==> src/rtl/sck_rate_pkg.sv <==
package sck_rate_pkg;

    localparam int REG_W   = 32;
    localparam int DIV_W   = 8;
    localparam int EN_BIT  = 0;
    localparam int RDY_BIT = 1;
    localparam int DIV_LSB = 8;
    localparam int DIV_MSB = DIV_LSB + DIV_W - 1;

    typedef logic [DIV_W-1:0] div_t;
    typedef logic [REG_W-1:0] word_t;

    typedef struct packed {
        logic en;
        div_t div;
    } ctl_t;

    typedef enum logic [1:0] {
        SET_IDLE,
        SET_WAIT,
        SET_COUNT
    } settle_e;

    function automatic div_t eff_div(div_t d);
        return (d == '0) ? div_t'(1) : d;
    endfunction

    function automatic word_t pack_word(ctl_t c, logic rdy);
        word_t w;
        w = '0;
        w[EN_BIT] = c.en;
        w[RDY_BIT] = rdy;
        w[DIV_MSB:DIV_LSB] = c.div;
        return w;
    endfunction

endpackage

==> src/rtl/sck_rate_regs.sv <==
module sck_rate_regs
    import sck_rate_pkg::*;
(
    input  logic  clk,
    input  logic  rst,
    input  logic  wr,
    input  logic  rd,
    input  word_t wdata,
    input  logic  ready,
    output ctl_t  ctl,
    output div_t  wr_div,
    output logic  div_wr,
    output word_t rdata
);

    logic unused_wbits;

    assign wr_div = wdata[DIV_MSB:DIV_LSB];
    assign div_wr = wr && (wr_div != ctl.div);
    assign unused_wbits = ^{wdata[REG_W-1:DIV_MSB+1], wdata[DIV_LSB-1:EN_BIT+1]};

    always_ff @(posedge clk) begin
        if (rst) begin
            ctl   <= '0;
            rdata <= '0;
        end else begin
            if (wr) begin
                ctl.en  <= wdata[EN_BIT];
                ctl.div <= wr_div;
            end
            if (rd) begin
                rdata <= pack_word(ctl, ready);
            end
        end
    end

endmodule

==> src/rtl/sck_rate_tick.sv <==
module sck_rate_tick
    import sck_rate_pkg::*;
(
    input  logic clk,
    input  logic rst,
    input  logic en,
    input  logic div_wr,
    input  div_t wr_div,
    input  div_t held_div,
    output logic fire,
    output logic imm_apply,
    output logic bnd_apply,
    output div_t active,
    output logic tick,
    output logic sck
);

    div_t cnt;
    logic pend;

    assign fire      = en && (cnt == div_t'(active - 1'b1));
    assign imm_apply = div_wr && !en;
    assign bnd_apply = pend && (fire || !en);

    always_ff @(posedge clk) begin
        if (rst) begin
            cnt    <= '0;
            active <= div_t'(1);
            pend   <= 1'b0;
            tick   <= 1'b0;
            sck    <= 1'b0;
        end else begin
            if (!en || fire) begin
                cnt <= '0;
            end else begin
                cnt <= cnt + 1'b1;
            end

            if (imm_apply) begin
                active <= eff_div(wr_div);
            end else if (bnd_apply) begin
                active <= eff_div(held_div);
            end

            if (imm_apply) begin
                pend <= 1'b0;
            end else if (div_wr) begin
                pend <= 1'b1;
            end else if (bnd_apply) begin
                pend <= 1'b0;
            end

            tick <= fire;
            if (!en) begin
                sck <= 1'b0;
            end else if (fire) begin
                sck <= ~sck;
            end
        end
    end

endmodule

==> src/rtl/sck_rate_settle.sv <==
module sck_rate_settle
    import sck_rate_pkg::*;
#(
    parameter int SETTLE_TICKS = 2
) (
    input  logic clk,
    input  logic rst,
    input  logic en,
    input  logic clear,
    input  logic imm,
    input  logic applied,
    input  logic fire,
    output logic ready
);

    localparam int N_W = (SETTLE_TICKS > 1) ? $clog2(SETTLE_TICKS) : 1;
    localparam logic [N_W-1:0] N_LAST = N_W'(SETTLE_TICKS - 1);

    settle_e         st;
    logic [N_W-1:0]  n;

    always_ff @(posedge clk) begin
        if (rst) begin
            st    <= SET_IDLE;
            n     <= '0;
            ready <= 1'b1;
        end else if (clear) begin
            ready <= 1'b0;
            n     <= '0;
            st    <= imm ? SET_COUNT : SET_WAIT;
        end else begin
            case (st)
                SET_WAIT: begin
                    if (!en) begin
                        ready <= 1'b1;
                        st    <= SET_IDLE;
                    end else if (applied) begin
                        n  <= '0;
                        st <= SET_COUNT;
                    end
                end
                SET_COUNT: begin
                    if (!en) begin
                        ready <= 1'b1;
                        st    <= SET_IDLE;
                    end else if (fire) begin
                        if (n == N_LAST) begin
                            ready <= 1'b1;
                            st    <= SET_IDLE;
                        end else begin
                            n <= n + 1'b1;
                        end
                    end
                end
                default: st <= SET_IDLE;
            endcase
        end
    end

endmodule

==> src/rtl/sck_rate_gen.sv <==
module sck_rate_gen
    import sck_rate_pkg::*;
#(
    parameter int SETTLE_TICKS = 2
) (
    input  logic              clk,
    input  logic              rst,
    input  logic              cfg_wr,
    input  logic              cfg_rd,
    input  logic [REG_W-1:0]  cfg_wdata,
    output logic [REG_W-1:0]  cfg_rdata,
    output logic              sck_tick,
    output logic              sck_out
);

    ctl_t ctl;
    div_t wr_div;
    div_t active;
    logic div_wr;
    logic ready;
    logic fire;
    logic imm_apply;
    logic bnd_apply;
    logic run_en;

    assign run_en = ctl.en;

    sck_rate_regs u_regs (
        .clk    (clk),
        .rst    (rst),
        .wr     (cfg_wr),
        .rd     (cfg_rd),
        .wdata  (cfg_wdata),
        .ready  (ready),
        .ctl    (ctl),
        .wr_div (wr_div),
        .div_wr (div_wr),
        .rdata  (cfg_rdata)
    );

    sck_rate_tick u_tick (
        .clk       (clk),
        .rst       (rst),
        .en        (run_en),
        .div_wr    (div_wr),
        .wr_div    (wr_div),
        .held_div  (ctl.div),
        .fire      (fire),
        .imm_apply (imm_apply),
        .bnd_apply (bnd_apply),
        .active    (active),
        .tick      (sck_tick),
        .sck       (sck_out)
    );

    sck_rate_settle #(
        .SETTLE_TICKS (SETTLE_TICKS)
    ) u_settle (
        .clk     (clk),
        .rst     (rst),
        .en      (run_en),
        .clear   (div_wr),
        .imm     (imm_apply),
        .applied (bnd_apply),
        .fire    (fire),
        .ready   (ready)
    );

endmodule

==> config.mk <==
export PLATFORM = sky130hd
export DESIGN_NAME = sck_rate_gen
export DESIGN_NICKNAME = d
export VERILOG_FILES = /design/src/rtl/sck_rate_pkg.sv /design/src/rtl/sck_rate_regs.sv /design/src/rtl/sck_rate_tick.sv /design/src/rtl/sck_rate_settle.sv /design/src/rtl/sck_rate_gen.sv
export SDC_FILE = /design/constraint.sdc
export NUM_CORES = 1
export LEC_CHECK = 0
export CORE_MARGIN = 2
export CORE_UTILIZATION = 42
export DETAILED_ROUTE_END_ITERATION = 16
export PLACE_DENSITY = 0.76
export SYNTH_ARGS = -nofsm -noshare
export SYNTH_HDL_FRONTEND = slang
export SYNTH_SLANG_ARGS = --single-unit
==> constraint.sdc <==
create_clock -name clk -period 2.3 [get_ports clk]
set_clock_uncertainty 0.05 [all_clocks]
set_input_delay 0.46 -clock clk [delete_from_list [all_inputs] [get_ports clk]]
set_output_delay 0.46 -clock clk [all_outputs]
set_load 0.01 [all_outputs]
### Yosys cells after proc, flatten, opt, wreduce, memory -nomap -nowiden

Index checks and enable logic that the tools add are counted.

* muxes and demuxes: 25
* add/subtract/negate cells: 3
* div/mod/pow operators: 0
* $mul: 0
* reduce and logical (&&, ||, !) cells: 19
* eq/ne operators: 12
* shifts and indexed selects: 0
* bitwise operators: 2
* $lt $le $gt $ge: 0

Operators by type and width (number)
* 2-to-1 mux 8 bit: 4
* zero test 8 bit: 2
* 2-to-1 mux 2 bit: 7
* 2-to-1 mux 1 bit: 11
* adder 8 x 1 -> 8 bit (second input constant): 1
* == test 8 bit: 1
* inequality test 2 bit (second input constant): 4
* inequality test 4 bit (second input constant): 2
* inequality test 8 bit: 1
* OR reduction 2 bit: 4
* subtractor 8 x 1 -> 8 bit (second input constant): 1
* nonzero test 2 bit: 3
* AND reduction 5 bit: 1
* logical AND 1 bit: 4
* inequality test 4 x 3 -> 1 bit (second input constant): 1
* one-hot mux 1 bit (2 select lines): 2
* one-hot mux 2 bit (2 select lines): 1
* AND reduction 4 bit: 1
* inequality test 3 bit (second input constant): 1
* AND reduction 3 bit: 1
* nonzero test 3 bit: 1
* == test 2 x 1 -> 1 bit (second input constant): 1
* == test 2 bit (second input constant): 1
* NOT 1 bit: 2
* 3 further kinds: 3

* output and inout bits: 34
* memories: 0
* word-level logic and storage cells: 72
* memory bits (read-only): 0
* RAM bits: 0
* flip-flop bits (word level): 42
* bits in latches: 0
* input port bits: 36

### Logic depth before layout (Yosys ltp)

* word-level depth: 9
* gate-level depth with buffers: 9
* gate-level depth less buffers: 8

### By module

From an unflattened synthesis, not the netlist that was laid out.

* cells, all modules: 307
* area total of the unflattened synthesis: 2592.5 sq um

By module, submodules not included
* sck_rate_tick: area an instance 1370.1 sq um, cells an instance 180, instances 1, seq. area each 380.4 sq um
* sck_rate_regs: area an instance 985.9 sq um, cells an instance 103, instances 1, seq. area each 380.4 sq um
* sck_rate_settle: area an instance 236.5 sq um, cells an instance 24, instances 1, seq. area each 80.1 sq um

### Worst setup path before layout

No wires, ideal clock.

* kind: reg-to-reg
* from: reg u_tick.active[0]
* to: reg u_settle.ready
* path buffers: 0
* cell stages (with the launch flop): 9
* clock period less this slack: 2.457 ns
* slack: -0.157 ns
* arrival: 2.285 ns
* setup time: 0.122 ns
* data required time: 2.128 ns
* cells stage by stage: dfxtp_1 > inv_1 > ha_1 > or3b_1 > o31a_1 > o211ai_1 > a211oi_4 > a2111o_1 > a221o_1

* cells in the longest elaborated chain, start to end: 5

RTL lines
* start: declaration: RTL line sck_rate_tick.sv:13 `output div_t active,`
* start signal: assignment: RTL line sck_rate_tick.sv:28 `active <= div_t'(1);`
* start signal: assignment: RTL line sck_rate_tick.sv:40 `active <= eff_div(wr_div);`
* start signal: assignment: RTL line sck_rate_tick.sv:42 `active <= eff_div(held_div);`
* subtractor 8 x 1 -> 8 bit: RTL line sck_rate_tick.sv:21 `assign fire = en && (cnt == div_t'(active - 1'b1));`
* == test 8 bit: RTL line sck_rate_tick.sv:21
* logical AND 1 bit: RTL line sck_rate_tick.sv:21
* inequality test 4 bit (no line)
* AND reduction 4 bit (no line)
* end signal: assignment: RTL line sck_rate_settle.sv:26 `ready <= 1'b1;`
* end signal: assignment: RTL line sck_rate_settle.sv:28 `ready <= 1'b0;`
* end signal: assignment: RTL line sck_rate_settle.sv:35 `ready <= 1'b1;`
* end: declaration: RTL line sck_rate_settle.sv:13 `output logic ready`

No other way between the ends.
A chain may end at the register's enable or synchronous reset.

### Final worst setup path

Same ends and word-level chain as after synthesis.

==> results_dict.tcl <==
set metrics [dict create \
    ctsHoldBuffers 0 \
    yosys.cell_types.count 46 \
    share_of_the_synthesized_area_in_the_top_cell_type 0.369 \
    synth-seq-cells 42 \
    peakVddDrop_uv 264 \
    total_leakage_power_nw 1.19 \
    remaining_drc_errors 0 \
    worstRegToRegCells 7 \
    finalCoreUtilization 0.575 \
    share_of_final_layout_standard_cells_stronger_than_drive_strength_1 0.237 \
    synth_sequential_area_ratio 0.369 \
    die_area_um2 6030 \
    final_min_period_over_clock_period 1.12 \
    min-delay-path-class "flop to flop" \
    wire_per_inst_um 14.4 \
    cts-buffers-inserted 5 \
    timing.max_slew.rel_slack 0.556 \
    largest_net_degree_at_the_start_of_global_routing 16 \
    globalRouteMet2Util 0.316 \
    reg2reg_setup_slack_ns -0.27 \
    rsz0062_at_grt "true" \
    startpoint_type "flop" \
    finalSetupViolCount 18 \
    status "finished with violations" \
    cts-htree-levels 2 \
    timing_worst_setup_path_type "flop to flop" \
    grt_antenna_before_repair 0 \
    max-cap-violations 0 \
    hpwl_um 3620 \
    clk_root_buffer_cell "clkbuf_8" \
    antennaDiodeCount 0 \
    use_met3 0.0372 \
    timing.critical_path.required_ns 2.45 \
    clk_pin_slew_ns 0.09 \
    i_o_pins 70 \
    ys_warn_count 0 \
    clock_insertion_delay_worst_skew_ns 0.31 \
    avgSynthCellArea_um2 9.42 \
    grt_pass1_vias 1873 \
    nets 336 \
    syn-instance-count 242 \
    finalWorstPathRequiredPeriod_ns 2.57 \
    drtPass1Iterations 4 \
    vias 1894 \
    synthTopCellsByArea "dfxtp_1 37%, mux2i_1 8.3%, buf_4 7.2%" \
    worstReg2RegStart "u_tick.active[0]" \
    worst_slew_pin_slew_ns 0.661 \
    clock_tree_from_tritoncts "built" \
    setup_ws_ns -0.269 \
    max-clock-path-buffers 2 \
    postRouteAntennaNets 0 \
    edff_count_synth 0 \
    globalRouteOverflowTotal 0 \
    timing.final.max_slew_violations 0 \
    fp.coreArea_um2 5170 \
    final.setup.tns_ns -2.36 \
    hold_start "u_tick.cnt[0]" \
    row_count 26 \
    initial_utilization 0.440 \
    syn_to_final_growth_pct 30.6 \
    chipWidth_um 77.7 \
    cell_area_after_technology_mapping_um2 2280 \
    tritoncts_num_sinks 42 \
    synth_flop_cell "dfxtp_1" \
    portBuffers 24 \
    grt_busiest_layer "met2" \
    post_drt_via_cell_ratio 5.13 \
    power.density_cell_area_nw_per_um2 598 \
    gp_routability_congestion 0.842 \
    report.final.hold_viol_count 0 \
    first_pass_grt_wire_length_um 8930 \
    chipHeight_um 77.7 \
    hold_ws_ns 0.440 \
    hold-path-endpoint "u_tick.cnt[0]" \
    drt-total-wl_um 5330 \
    failing_checks "negative setup slack" \
    worstHoldPathCells 1 \
    met1_grt_util 0.224 \
    max_freq_mhz 389 \
    yosysTopAreaCell "dfxtp_1" \
    worst-endpoint-arrival_ns 2.72 \
    initial_drt_markers 105 \
    crit_path_end_kind "flop" \
    synth_async_sr_flop_share 0 \
    cp_max_fo 3 \
    grtUsageTotal 0.185 \
    regToRegEndpoint "u_settle.ready" \
]
-- layer usage --
metal / vias up / share of wire
li1: 927 / -
met5: - / 0
met4: 0 / 0.022
met3: 10 / 0.049
met1: 893 / 0.43
met2: 64 / 0.50
-- Yosys cell counts (3+ instances only) --
library cell	number
dfxtp_1	42
nor2_1	36
buf_4	22
mux2i_1	19
xnor2_1	18
clkbuf_1	10
o2111a_1	8
and2_1	7
nor3_1	7
a311o_1	6
inv_1	6
xor2_1	6
nand3_1	5
a21oi_1	4
nand4_1	3
nor4_1	3
-- layout by cell type, fill, tap and decap left out, types with 3 or more instances in the layout --
cell type / count
nand4_1: 3
nor2_2: 5
dfxtp_1: 40
clkdlybuf4s50_1: 24
nor2_1: 31
clkbuf_8: 5
a311o_1: 6
buf_4: 32
xor2_1: 6
a21oi_1: 3
conb_1: 22
nor3_1: 7
inv_1: 4
nand3_1: 5
o2111a_1: 8
and2_1: 7
a211oi_4: 3
buf_6: 5
xnor2_1: 18
mux2i_1: 19
-- cells by family after synthesis --
logic type / share of synthesized area
compound gates: 0.165
xor+xnor: 0.0923
fa+ha+maj: 0.0110
buf+inv: 0.106
flops: 0.369
mux: 0.0835
other cells: 0.00165
simple gates: 0.171
-- per-stage QoR --
step	power, mW	cell area, um2	std cells	setup WS, ns
global route	1.85	2980	369	-0.319
finish	1.78	2980	369	-0.269
detailed placement	1.13	2720	352	-0.223
floorplan	1.04	2390	263	-0.0582
global placement	1.13	2720	352	-0.183
CTS	1.76	2920	367	-0.200
-- worst max-delay path: stages, from the launching register on --
cell	delay, ns
dfxtp_2	0.33
or4_4	0.55
o221a_4	0.28
a211oi_4	0.28
a211oi_4	0.11
buf_6	0.13
a2111o_1	0.41
a221o_1	0.32
-- power breakdown --
| group | total [mW] | switching (mW) | leakage [nW] | internal [mW] |
|---|---|---|---|---|
| Clock | 0.595 | 0.271 | 0.0514 | 0.324 |
| Combinational | 0.385 | 0.179 | 0.792 | 0.205 |
| Sequential | 0.799 | 0.0401 | 0.343 | 0.758 |
| Total | 1.78 | 0.491 | 1.19 | 1.29 |
-- what timing repair did --
action,in CTS,in global routing
buffers inserted,6,3
pin swaps,9,9
gates cloned,1,0
resized for setup,8,12
setup endpoints to repair,23,23
-- how the worst max path moves through the flow --
stage                     endpoint              from  slack [ns]  cells past startpoint
floorplan           u_settle.ready  u_tick.active[0]       -0.06                      8
global placement    u_settle.ready  u_tick.active[0]       -0.18                      9
detailed placement  u_settle.ready  u_tick.active[0]       -0.22                      7
CTS                 u_settle.ready  u_tick.active[0]       -0.20                      7
global route        u_settle.ready  u_tick.active[1]       -0.32                      9
finish              u_settle.ready  u_tick.active[0]       -0.27                      7
-- registers in the layout, summed over array words and instances, names as in the netlist --
name            count
u_settle.st         2
u_regs.ctl          9
u_settle.ready      1
u_tick.pend         1
u_settle.n          1
u_tick.sck          1
u_tick.cnt          8
u_tick.tick         1
u_tick.active       8
u_regs.rdata       10
-- final cells by class --
class / count / area (um2)
Clock buffer: 6 / 72.6
Tap cell: 70 / 87.6
Timing Repair Buffer: 62 / 542
Multi-Input combinational cell: 181 / 1370
Inverter: 6 / 22.5
Fill cell: 460 / 2200
Sequential cell: 42 / 843
Clock inverter: 2 / 37.5
No activity file was read; power rests on OpenSTA's default activity.
